$ cat src/rtl/tunnel_hdr_pkg.sv
package tunnel_hdr_pkg;

    localparam int ETH_BYTES = 18;
    localparam int IP_BYTES  = 20;
    localparam int UDP_BYTES = 8;
    localparam int HDR_BYTES = ETH_BYTES + IP_BYTES + UDP_BYTES;
    localparam int IDX_W     = $clog2(HDR_BYTES);

    localparam logic [15:0] TAG_TYPE   = 16'h8100;
    localparam logic [15:0] ETYPE_IPV4 = 16'h0800;
    localparam logic [7:0]  VER_IHL    = 8'h45;
    localparam logic [7:0]  TOS_VAL    = 8'h00;
    localparam logic [7:0]  TTL_VAL    = 8'd64;
    localparam logic [7:0]  PROTO_UDP  = 8'd17;
    localparam logic [15:0] IP_OVH     = 16'(IP_BYTES + UDP_BYTES);
    localparam logic [15:0] UDP_OVH    = 16'(UDP_BYTES);

    typedef struct packed {
        logic [47:0] local_mac;
        logic [31:0] local_ip;
        logic [47:0] peer_mac;
        logic [31:0] peer_ip;
        logic [15:0] src_port;
        logic [15:0] dst_port;
    } cfg_t;

    typedef struct packed {
        logic [15:0] tag_field;
        logic [15:0] ip_len;
        logic [15:0] udp_len;
        logic [15:0] ip_csum;
    } pkt_t;

    // End-around carry fold of a 32-bit sum into 16 bits; two passes suffice.
    function automatic logic [15:0] fold16(input logic [31:0] s);
        logic [16:0] t;
        logic [16:0] u;
        t = {1'b0, s[15:0]} + {1'b0, s[31:16]};
        u = {1'b0, t[15:0]} + {16'b0, t[16]};
        return u[15:0];
    endfunction

endpackage

$ cat src/rtl/tunnel_csum_pre.sv
module tunnel_csum_pre
    import tunnel_hdr_pkg::*;
(
    input  logic        clk,
    input  logic        rst,
    input  cfg_t        cfg,
    output logic [15:0] partial
);
    logic [31:0] static_sum;

    always_comb begin
        static_sum = {16'b0, VER_IHL, TOS_VAL}
                   + {16'b0, TTL_VAL, PROTO_UDP}
                   + {16'b0, cfg.local_ip[31:16]}
                   + {16'b0, cfg.local_ip[15:0]}
                   + {16'b0, cfg.peer_ip[31:16]}
                   + {16'b0, cfg.peer_ip[15:0]};
    end

    always_ff @(posedge clk) begin
        if (rst) partial <= '0;
        else     partial <= fold16(static_sum);
    end
endmodule

$ cat src/rtl/tunnel_hdr_seq.sv
module tunnel_hdr_seq
    import tunnel_hdr_pkg::*;
(
    input  logic             clk,
    input  logic             rst,
    input  logic             start,
    output logic             accept,
    output logic [IDX_W-1:0] idx,
    output logic             valid,
    output logic             first,
    output logic             last
);
    localparam logic [IDX_W-1:0] LAST_IDX = IDX_W'(HDR_BYTES - 1);

    logic busy;

    assign accept = start && !busy;
    assign valid  = busy;
    assign first  = busy && (idx == '0);
    assign last   = busy && (idx == LAST_IDX);

    always_ff @(posedge clk) begin
        if (rst) begin
            busy <= 1'b0;
            idx  <= '0;
        end else if (accept) begin
            busy <= 1'b1;
            idx  <= '0;
        end else if (busy) begin
            if (idx == LAST_IDX) busy <= 1'b0;
            else                 idx  <= idx + 1'b1;
        end
    end
endmodule

$ cat src/rtl/tunnel_hdr_mux.sv
module tunnel_hdr_mux
    import tunnel_hdr_pkg::*;
(
    input  cfg_t             cfg,
    input  pkt_t             pkt,
    input  logic [IDX_W-1:0] idx,
    output logic [7:0]       data
);
    logic [8*HDR_BYTES-1:0] image;
    logic [7:0]             bytes [HDR_BYTES];

    assign image = {cfg.peer_mac, cfg.local_mac, TAG_TYPE, pkt.tag_field, ETYPE_IPV4,
                    VER_IHL, TOS_VAL, pkt.ip_len, 32'h0, TTL_VAL, PROTO_UDP, pkt.ip_csum,
                    cfg.local_ip, cfg.peer_ip,
                    cfg.src_port, cfg.dst_port, pkt.udp_len, 16'h0};

    for (genvar g = 0; g < HDR_BYTES; g++) begin : g_slice
        assign bytes[g] = image[8*(HDR_BYTES-1-g) +: 8];
    end

    always_comb begin
        data = '0;
        for (int i = 0; i < HDR_BYTES; i++) begin
            if (idx == IDX_W'(i)) data = bytes[i];
        end
    end
endmodule

$ cat src/rtl/tunnel_hdr_gen.sv
module tunnel_hdr_gen
    import tunnel_hdr_pkg::*;
#(
    parameter int VID_W = 12,
    parameter int LEN_W = 16
) (
    input  logic             clk,
    input  logic             rst,
    input  logic [47:0]      cfg_local_mac,
    input  logic [31:0]      cfg_local_ip,
    input  logic [47:0]      cfg_peer_mac,
    input  logic [31:0]      cfg_peer_ip,
    input  logic [15:0]      cfg_src_port,
    input  logic [15:0]      cfg_dst_port,
    input  logic             start,
    input  logic [VID_W-1:0] slice_vid,
    input  logic [LEN_W-1:0] payload_len,
    output logic             hdr_valid,
    output logic             hdr_first,
    output logic             hdr_last,
    output logic [7:0]       hdr_byte
);
    cfg_t             cfg;
    pkt_t             pkt_q;
    pkt_t             pkt_d;
    logic [15:0]      partial;
    logic             accept;
    logic [IDX_W-1:0] idx;
    logic [15:0]      len16;
    logic [31:0]      csum_sum;

    assign cfg = '{local_mac: cfg_local_mac, local_ip: cfg_local_ip,
                   peer_mac: cfg_peer_mac, peer_ip: cfg_peer_ip,
                   src_port: cfg_src_port, dst_port: cfg_dst_port};

    tunnel_csum_pre u_pre (
        .clk     (clk),
        .rst     (rst),
        .cfg     (cfg),
        .partial (partial)
    );

    always_comb begin
        len16             = 16'(payload_len);
        pkt_d.tag_field   = 16'(slice_vid);
        pkt_d.ip_len      = len16 + IP_OVH;
        pkt_d.udp_len     = len16 + UDP_OVH;
        csum_sum          = {16'b0, partial} + {16'b0, pkt_d.ip_len};
        pkt_d.ip_csum     = ~fold16(csum_sum);
    end

    always_ff @(posedge clk) begin
        if (rst)         pkt_q <= '0;
        else if (accept) pkt_q <= pkt_d;
    end

    tunnel_hdr_seq u_seq (
        .clk    (clk),
        .rst    (rst),
        .start  (start),
        .accept (accept),
        .idx    (idx),
        .valid  (hdr_valid),
        .first  (hdr_first),
        .last   (hdr_last)
    );

    tunnel_hdr_mux u_mux (
        .cfg  (cfg),
        .pkt  (pkt_q),
        .idx  (idx),
        .data (hdr_byte)
    );
endmodule

$ cat config.mk
export PLATFORM = sky130hd
export DESIGN_NAME = tunnel_hdr_gen
export DESIGN_NICKNAME = d
export VERILOG_FILES = /design/src/rtl/tunnel_hdr_pkg.sv /design/src/rtl/tunnel_csum_pre.sv /design/src/rtl/tunnel_hdr_seq.sv /design/src/rtl/tunnel_hdr_mux.sv /design/src/rtl/tunnel_hdr_gen.sv
export SDC_FILE = /design/constraint.sdc
export NUM_CORES = 1
export LEC_CHECK = 0
export ABC_AREA = 1
export BUFFER_PORTS_ARGS = -buffer_cell sky130_fd_sc_hd__buf_2
export CORE_MARGIN = 10
export CORE_UTILIZATION = 45
export CTS_CLUSTER_SIZE = 40
export DETAILED_ROUTE_END_ITERATION = 8
export GPL_TIMING_DRIVEN = 0
export PLACE_DENSITY = 0.71
export SLEW_MARGIN = 20
export SYNTH_ARGS = -nofsm -noshare
export SYNTH_HDL_FRONTEND = slang
export SYNTH_HIERARCHICAL = 1
export SYNTH_SLANG_ARGS = --single-unit
$ cat constraint.sdc
create_clock -name clk -period 7.1 [get_ports clk]
set_input_delay 0.355 -clock clk [delete_from_list [all_inputs] [get_ports clk]]
set_output_delay 0.355 -clock clk [all_outputs]
set_load 0.03 [all_outputs]
==> out/metrics.cfg <==
[timing]
final.setup.tns_ns=0
max_freq_ghz=0.158
finClkSkew_ns=0.00941
relSlewSlack_pct=45.2
rsz0062_at_grt=no
setup_viol=0
hold_viol=0
tightest_slew_ns=0.818
min_period_ns=6.33
finalCritPeriodShare_pct=89.2
drv_slew=0

[grt]
grt_pass1_wl_mm=63.2
grt-ovfl-total=0
antenna_found_initial=0
grt_pass1_vias=11894
grt_max_degree=16
grt_use_total_pct=25.5

[detailed_routing]
wl_per_cell_um=16.7
viasPerCell=5.10
wl_met3_mm=3.18
drc=0
wl_mm=40.2
antenna_left=0
first_iter_violations=1041
top_layer=met4
wl_met1_mm=17.4
num_vias=12271
wl_met2_mm=18.7
dr.pass1.iters=6

[final_layout]
fin_util_pct=53.9
antenna_cells=0
nets=2408
stdcell_area_mm2=0.0126
regArea_mm2=0.00162
fillers=2490
area_growth_pct=17.7
multiInputGateArea_mm2=0.00778
drive_above_1_share_pct=19.9

[clocking]
cts_tree=yes
cts-htree-levels=3
cts_sinks=81
cts_buffer_depth=2
cts_hold_buf=0
clock_latency_ns=0.34
clkTransAtPathRegs_ns=0.07
post_cts_buffers=0
ctsResizeCount=0
numCtsBuffers=9
cts_root_buf=clkbuf_16

[yosys]
netlist_area_mm2=0.0108
synth-main-ff-cell=dfxtp_1
ys.warnings.count=6
synthCells=1838
synth-seq-area-share_pct=15.1
ys_seq_elements=81
async_flop_share_pct=0
avgSynthCellArea_um2=5.85
synth.distinct_cells=51
synth-edff-count=0

[critical_path]
critPathMostFrequentCell=nand2_1
r2r_slack_ns=1.98
critPathTopFamily=simple AND/OR/NAND/NOR gates
critPathMaxFanout=6
worst_path_max_delay_cell=fa_1
slowest_delay_ns=0.55
r2r-start=u_pre/partial[0]$_SDFF_PP0_
worstSetupStartpoint=cfg_peer_ip[3]
r2r_cells=32
arrival_ns=6.56
cp-endpoint=u_pre/partial[14]$_SDFF_PP0_
critical_path_class=in -> reg
startpoint_type=input port
cp.required_ns=7.32
r2r_end=pkt_q[13]$_SDFFE_PP0P_
cp.depth=48
critical_path.endpoint_type=flop
path_buf_inv=7

[placed_design]
dpl_cell_area_mm2=0.0123
numPortBuffers=231
gp_congestion=1.00
dpl.hpwl_mm=34.6

[power]
powerDensity_mw_per_mm2=269
p_leak_uw=0.00686
total_power_uw=3400
max-vdd-ir-drop_uv=208

[floorplan]
coreArea_mm2=0.0235
dieWidth_um=175
rows=56
die_h_um=175
dieArea_mm2=0.0305
num_io_pins=234
initial_core_util_pct=45.8

[status]
outcome=finished clean

[min_path]
hp-class=in -> reg

[job]
cap_violations=0

-- final cells by class --
| class | instances | share of cell area (%) |
|---|---|---|
| Sequential cell | 81 | 12.8 |
| Multi-Input combinational cell | 1395 | 61.5 |
| Buffer | 27 | 0.900 |
| Timing Repair Buffer | 231 | 9.14 |
| Clock buffer | 10 | 1.89 |
| Tap cell | 319 | 3.16 |
| Clock inverter | 6 | 0.593 |
| Inverter | 338 | 10.0 |
-- state kept, by name, summed over array words and instances (netlist names) --
| register | flops |
|---|---|
| pkt_q | 58 |
| u_pre/partial | 16 |
| u_seq/idx | 6 |
| u_seq/valid | 1 |
-- synth_stat cells (2+ instances only) --
master / number / area [um2]
a31oi_1: 4 / 25.0
nand2_2: 40 / 250
and2_1: 2 / 12.5
ha_1: 69 / 863
a21oi_1: 97 / 485
clkbuf_1: 24 / 90.1
nor3_1: 23 / 115
o31ai_1: 2 / 15.0
o211ai_1: 5 / 37.5
nand2_4: 5 / 56.3
fa_1: 33 / 661
a21oi_2: 3 / 26.3
nor2_4: 17 / 191
clkinv_1: 4 / 15.0
nor3_2: 2 / 20.0
nand3_4: 5 / 87.6
o21ai_0: 68 / 340
dfxtp_1: 81 / 1620
o21ai_2: 3 / 26.3
nor2_2: 23 / 144
inv_2: 27 / 101
nor2_1: 200 / 751
nor4_1: 2 / 12.5
nand3_1: 116 / 581
nand4_1: 57 / 357
o21ai_1: 6 / 30.0
or2_0: 4 / 25.0
or2_1: 3 / 18.8
inv_1: 307 / 1150
nor3b_1: 4 / 30.0
nand3b_1: 2 / 15.0
xor2_1: 26 / 228
or2_2: 22 / 138
nand2_1: 522 / 1960
nand3_2: 13 / 130
a21o_1: 2 / 15.0
-- how the worst min path moves through the flow --
stage	slack (ns)	depth (start not counted)	start	end
global route	0.25	3	slice_vid[2]	pkt_q[50]$_SDFFE_PP0P_
global placement	0.47	2	pkt_q[3]$_SDFFE_PP0P_	pkt_q[3]$_SDFFE_PP0P_
detailed placement	0.47	2	pkt_q[3]$_SDFFE_PP0P_	pkt_q[3]$_SDFFE_PP0P_
CTS	0.24	3	slice_vid[6]	pkt_q[54]$_SDFFE_PP0P_
finish	0.24	3	slice_vid[6]	pkt_q[54]$_SDFFE_PP0P_
floorplan	0.42	1	rst	u_pre/partial[12]$_SDFF_PP0_
-- through the flow --
stage                     cells  worst slack [ns]  hold WS, ns
after floorplan            1841              1.29        0.425
after global placement     2391             0.518        0.468
after detailed placement   2391             0.449        0.470
after CTS                  2407             0.762        0.238
after global routing       2407            0.0829        0.250
final                      2407             0.767        0.240
-- cells in the final DEF (no fill, tap or decap), types with 40 or more instances in the layout --
master   Yosys  layout
nor2_1     200     200
dfxtp_1     81      81
nand3_1    116     116
nand4_1     57      57
inv_1      307     307
buf_2        1     232
a21oi_1     97      97
nand2_2     40      40
ha_1        69      69
nand2_1    522     522
o21ai_0     68      68
-- where the power goes --
part           switching, uW  leakage, uW  internal, uW
Combinational           1580      0.00604           753
Sequential              48.1     0.000671           534
Clock                    198     0.000151           287
-- worst min-delay path, delay by kind of cell --
kind          cells  cell delay [ns]
buf+inv           1             0.08
simple gates      2             0.11
-- kinds of logic (layout without fill, tap and decap cells) --
kind of cell,after synthesis,count (layout),share of synthesized area (%)
adders and majority gates,102,102,14.2
AOI/OAI and AO/OA,198,198,9.89
buffers and inverters,365,612,12.9
and+or+nand+nor,1065,1065,45.8
xor gates and xnor gates,26,26,2.12
other,1,4,0.0349
DFF,81,81,15.1
-- routing by layer --
layer | up-vias | global-route usage (%)
met5 | - | 0
met4 | 0 | 6.50
met3 | 62 | 4.85
met2 | 458 | 43.6
met1 | 5503 | 32.2
li1 | 6248 | -
Note: power is estimated with default switching activity, not from simulation.
